File: src/rtl/isc_pkg.sv
package isc_pkg;
    localparam int unsigned REG_W = 8;
    localparam logic [REG_W-1:0] STICKY_BITS = 8'h96;
    localparam logic [REG_W-1:0] LEVEL_BITS  = 8'h29;
    localparam logic [REG_W-1:0] RSVD_BITS   = 8'h40;

    typedef enum logic [0:0] {
        IRQ_QUIET  = 1'b0,
        IRQ_RAISED = 1'b1
    } irq_state_e;
endpackage

File: src/rtl/isc_mask_reg.sv
module isc_mask_reg #(
    parameter int unsigned W = 8,
    parameter logic [W-1:0] RSVD = 8'h40
) (
    input  logic         clk,
    input  logic         rst_n,
    input  logic         we,
    input  logic [W-1:0] wdata,
    output logic [W-1:0] mask
);
    for (genvar i = 0; i < W; i++) begin : g_bit
        if (RSVD[i]) begin : g_rsvd
            assign mask[i] = 1'b0;
        end else begin : g_store
            always_ff @(posedge clk or negedge rst_n) begin
                if (!rst_n)  mask[i] <= 1'b0;
                else if (we) mask[i] <= wdata[i];
            end
        end
    end

    wire unused_bits = &{1'b0, wdata & RSVD};

    AST_MASK_HOLD: assert property (@(posedge clk) disable iff (!rst_n)
        !we |=> $stable(mask));
endmodule

File: src/rtl/isc_status_flags.sv
module isc_status_flags #(
    parameter int unsigned W = 8,
    parameter logic [W-1:0] STICKY = 8'h96,
    parameter logic [W-1:0] LEVEL  = 8'h29
) (
    input  logic         clk,
    input  logic         rst_n,
    input  logic [W-1:0] src,
    input  logic [W-1:0] clr,
    output logic [W-1:0] flags
);
    localparam logic [W-1:0] USED = STICKY | LEVEL;

    for (genvar i = 0; i < W; i++) begin : g_bit
        if (STICKY[i]) begin : g_sticky
            always_ff @(posedge clk or negedge rst_n) begin
                if (!rst_n)      flags[i] <= 1'b0;
                else if (src[i]) flags[i] <= 1'b1;
                else if (clr[i]) flags[i] <= 1'b0;
            end

            AST_EVENT_SETS: assert property (@(posedge clk) disable iff (!rst_n)
                src[i] |=> flags[i]);
            AST_ACK_CLEARS: assert property (@(posedge clk) disable iff (!rst_n)
                (clr[i] && !src[i]) |=> !flags[i]);
            AST_FLAG_HOLDS: assert property (@(posedge clk) disable iff (!rst_n)
                (!clr[i] && !src[i]) |=> $stable(flags[i]));
        end else if (LEVEL[i]) begin : g_level
            always_ff @(posedge clk or negedge rst_n) begin
                if (!rst_n) flags[i] <= 1'b0;
                else        flags[i] <= src[i];
            end

            AST_LEVEL_TRACK: assert property (@(posedge clk) disable iff (!rst_n)
                1'b1 |=> (flags[i] == $past(src[i])));
        end else begin : g_zero
            assign flags[i] = 1'b0;
        end
    end

    wire unused_bits = &{1'b0, src & ~USED, clr & ~STICKY};
endmodule

File: src/rtl/isc_irq_fsm.sv
module isc_irq_fsm
    import isc_pkg::*;
(
    input  logic clk,
    input  logic rst_n,
    input  logic pending,
    output logic irq
);
    irq_state_e state_q, state_d;

    always_comb begin
        state_d = state_q;
        unique case (state_q)
            IRQ_QUIET:  if (pending)  state_d = IRQ_RAISED;
            IRQ_RAISED: if (!pending) state_d = IRQ_QUIET;
            default:    state_d = IRQ_QUIET;
        endcase
    end

    always_ff @(posedge clk or negedge rst_n) begin
        if (!rst_n) state_q <= IRQ_QUIET;
        else        state_q <= state_d;
    end

    always_comb begin
        irq = (state_q == IRQ_RAISED);
    end

    AST_IRQ_RISES: assert property (@(posedge clk) disable iff (!rst_n)
        pending |=> irq);
    AST_IRQ_FALLS: assert property (@(posedge clk) disable iff (!rst_n)
        !pending |=> !irq);
endmodule

File: src/rtl/isc_irq_ctrl.sv
module isc_irq_ctrl
    import isc_pkg::*;
(
    input  logic        clk,
    input  logic        rst_n,
    input  logic        bus_wr,
    input  logic [1:0]  bus_be,
    input  logic [15:0] bus_wdata,
    output logic [15:0] bus_rdata,
    input  logic        evt_mgmt,
    input  logic        evt_rx_ovrn,
    input  logic        evt_tx_empty,
    input  logic        evt_tx_done,
    input  logic        lvl_rcv,
    input  logic        lvl_alloc,
    input  logic        lvl_exc,
    output logic        irq_o
);
    logic [REG_W-1:0] mask_q;
    logic [REG_W-1:0] status_q;
    logic [REG_W-1:0] src_vec;
    logic [REG_W-1:0] ack_vec;
    logic             mask_we;
    logic             pending;

    assign src_vec = {evt_mgmt, 1'b0, lvl_exc, evt_rx_ovrn,
                      lvl_alloc, evt_tx_empty, evt_tx_done, lvl_rcv};
    assign mask_we = bus_wr & bus_be[1];
    assign ack_vec = (bus_wr & bus_be[0]) ? bus_wdata[REG_W-1:0] : '0;
    assign pending = |(status_q & mask_q);

    isc_mask_reg #(.W(REG_W), .RSVD(RSVD_BITS)) u_mask (
        .clk   (clk),
        .rst_n (rst_n),
        .we    (mask_we),
        .wdata (bus_wdata[2*REG_W-1:REG_W]),
        .mask  (mask_q)
    );

    isc_status_flags #(.W(REG_W), .STICKY(STICKY_BITS), .LEVEL(LEVEL_BITS)) u_flags (
        .clk   (clk),
        .rst_n (rst_n),
        .src   (src_vec),
        .clr   (ack_vec),
        .flags (status_q)
    );

    isc_irq_fsm u_fsm (
        .clk     (clk),
        .rst_n   (rst_n),
        .pending (pending),
        .irq     (irq_o)
    );

    assign bus_rdata = {mask_q, status_q};

    AST_RDATA_STABLE: assert property (@(posedge clk) disable iff (!rst_n)
        (!bus_wr && !evt_mgmt && !evt_rx_ovrn && !evt_tx_empty && !evt_tx_done
         && !lvl_rcv && !lvl_alloc && !lvl_exc && bus_rdata[5] == 1'b0
         && bus_rdata[3] == 1'b0 && bus_rdata[0] == 1'b0)
        |=> $stable(bus_rdata));
endmodule

File: config.mk
export PLATFORM = sky130hd
export DESIGN_NAME = isc_irq_ctrl
export DESIGN_NICKNAME = d
export VERILOG_FILES = /design/src/rtl/isc_pkg.sv /design/src/rtl/isc_mask_reg.sv /design/src/rtl/isc_status_flags.sv /design/src/rtl/isc_irq_fsm.sv /design/src/rtl/isc_irq_ctrl.sv
export SDC_FILE = /design/constraint.sdc
export NUM_CORES = 1
export LEC_CHECK = 0
export CORE_MARGIN = 2
export CORE_UTILIZATION = 28
export DETAILED_ROUTE_END_ITERATION = 6
export GPL_TIMING_DRIVEN = 0
export PLACE_DENSITY = 0.83
export SYNTH_ARGS = -nofsm -noshare
export SYNTH_HDL_FRONTEND = slang
export SYNTH_SLANG_ARGS = --single-unit
File: constraint.sdc
create_clock -name clk -period 0.8 [get_ports clk]
set_input_delay 0.16 -clock clk [delete_from_list [all_inputs] [get_ports clk]]
set_output_delay 0.16 -clock clk [all_outputs]
set_load 0.005 [all_outputs]
==> impl_metrics.py <==
metrics = {
    "die": {
        "start_util_pct": 29.4,
        "coreArea_um2": 1920,
        "row_count": 16,
        "die_w_um": 48.9,
        "pin_count": 45,
        "die_h_um": 48.9,
        "die-area_um2": 2390,
    },
    "drt": {
        "vias": 526,
        "drt_pass1_iterations": 4,
        "drt-total-wl_um": 1600,
        "drc": 0,
        "wire_per_inst_um": 13.3,
        "initialDrtViolationCount": 4,
        "drtAntennaViolNets": 0,
        "vias_per_cell": 4.38,
    },
    "grt": {
        "antenna_found_initial": 0,
        "grt_first_pass_wirelength_um": 2710,
        "grt_pass1_vias": 559,
        "grt_max_degree": 16,
        "track_usage_pct": 15.0,
        "grt_overflow": 0,
    },
    "critical_path": {
        "worstPathArrival_ps": 950,
        "slowest_delay_ps": 400,
        "slowest_stage": "dfrtp_1",
        "path_class": "register to primary output",
        "startpoint_type": "register",
        "crit_family": "flip-flops",
        "r2r_end": "u_fsm.irq",
        "rrSetupSlack_ps": -270,
        "r2r_start": "u_mask.mask[4]",
        "rr_worst_depth": 3,
        "crit_fanout": 2,
        "cp_cell_sequence": "dlygate4sd2_1",
        "critPathBufInv": 1,
        "worstSetupEndpointType": "primary output",
        "required_ps": 640,
    },
    "logic_synthesis": {
        "synthCells": 38,
        "seq_area_frac_synth_pct": 66.5,
        "mappedNetlistArea_um2": 564,
        "synth_area_leaders": "dfrtp_1 (67%), mux2_2 (14%), a21o_1 (5.3%)",
        "ys.warnings.count": 0,
        "synth_area_per_cell_um2": 14.8,
        "synth-seq-cells": 15,
        "netlist.area_leader.share_pct": 66.5,
        "synth_largest_area_cell": "dfrtp_1",
        "ys_types": 9,
    },
    "power_and_ir_drop": {
        "total_power_w": 0.00182,
        "peakVddDrop_mv": 1.01,
        "p_leak_nw": 0.514,
        "p_per_area_nw_per_um2": 1690,
    },
    "status": {
        "status": "finished with violations",
        "violations": "negative hold slack, negative setup slack",
    },
    "clock_tree": {
        "cts_made_buffers": 3,
        "numClockSinks": 15,
        "clkLatencyLatePin_ps": 290,
        "cts.htree.levels": 1,
        "cts-root-buf": "clkbuf_4",
        "cts_max_path_buffers": 2,
        "cts_tree": "built",
        "hold_buffers": 0,
        "path_clk_slew_ps": 100,
    },
    "sta": {
        "clock_skew_ps": 7.33,
        "fin_crit_ps": 1110,
        "drv_slew": 0,
        "fin_crit_sh_pct": 139,
        "slew_headroom_pct": 56.0,
        "hold_ws_ps": -122,
        "hold_viol_final": 15,
        "finalWorstSetupSlack_ps": -314,
        "rsz0062_at_grt": "yes",
        "timing.fmax_mhz": 897,
        "tightestPinTransition_ps": 658,
        "setup_violations": 23,
    },
    "placed_design": {
        "dpl.hpwl_um": 1100,
        "portBuffers": 37,
        "place_inst": 103,
        "dp_slack_ps": -540,
        "gp_congestion": 0.631,
    },
    "final_layout": {
        "utilization_pct": 56.1,
        "syn_to_final_growth_pct": 90.9,
        "finalNetCount": 122,
        "fillers": 180,
        "stdcell_count": 120,
        "diodes": 0,
        "drive_gt1_share_pct": 44.1,
    },
    "min_path": {
        "hold_class": "primary input to async pin",
    },
    "job": {
        "maxCapViolCount": 0,
    },
}
placed cells by master (no fill, tap or decap), drive strengths merged:
master         instances
conb                   2
nand3                  5
a222oi                 1
mux2                   7
clkbuf                 4
clkinv                 1
clkdlybuf4s50         18
nand2                  1
a22oi                  2
a21o                   4
buf                   28
dlymetal6s2s           1
dfrtp                 15
dlygate4sd2            4
cell usage after synthesis:
cell type	number
a222oi_1	1
mux2_2	7
dfrtp_1	15
nand2_4	1
a22oi_1	2
conb_1	1
nand3_1	5
a21o_1	4
buf_4	2
layer usage:
layer	up-vias	GRT usage, %	routed length, µm
met5	-	0	0
met4	0	7.14	19
met3	2	3.68	133
met2	31	24.9	798
met1	248	18.4	645
li1	245	-	-
layout make-up:
| cell class | count | area [µm²] | area share (%) |
|---|---|---|---|
| Multi-Input combinational cell | 22 | 200 | 18.6 |
| Buffer | 2 | 15.0 | 1.39 |
| Tap cell | 27 | 33.8 | 3.14 |
| Clock buffer | 3 | 22.5 | 2.09 |
| Sequential cell | 15 | 375 | 34.8 |
| Clock inverter | 1 | 5.00 | 0.465 |
| Timing Repair Buffer | 50 | 425 | 39.5 |
worst max-delay path by stage:
stage,end,slack (ps),startpoint,cells past startpoint
5_1_grt,u_fsm.irq,-400,u_mask.mask[4],3
4_1_cts,u_fsm.irq,-300,u_mask.mask[4],3
3_3_place_gp,u_mask.mask[0],-520,bus_wr,3
2_1_floorplan,u_fsm.irq,-120,u_mask.mask[4],2
6_report,bus_rdata[12],-310,u_mask.mask[4],1
3_5_place_dp,u_mask.mask[1],-540,bus_wr,3
power breakdown:
group	switching, W	total [W]	leakage (nW)	internal (W)
Combinational	0.000151	0.000501	0.332	0.000350
Sequential	0.0000452	0.000877	0.164	0.000832
Clock	0.000253	0.000438	0.0177	0.000186
through the flow:
step,TNS [ps],area [µm²]
after floorplan,-119,568
after CTS,-3510,1060
after global routing,-4480,1080
final,-3460,1080
after detailed placement,-12390,972
after global placement,-11730,972
registers in the layout (all words and copies together) (netlist names):
register,cells
u_fsm.irq,1
u_flags.flags,7
u_mask.mask,7
cell families (layout without fill, tap and decap cells):
group / after synthesis / count (layout) / synth area share [%]
AO/OA/AOI/OAI: 7 / 7 / 9.76
buffers and inverters: 2 / 56 / 2.66
flip-flops: 15 / 15 / 66.5
multiplexers: 7 / 7 / 14.0
other: 1 / 2 / 0.665
AND/OR/NAND/NOR: 6 / 6 / 6.43
timing repair:
item	in CTS	in global routing
gates resized for setup	70	4
pin swaps	1	0
buffers inserted	12	1
endpoints found under the hold margin	0	15
setup endpoints to repair	27	41
No activity file was read; power rests on OpenSTA's default activity.
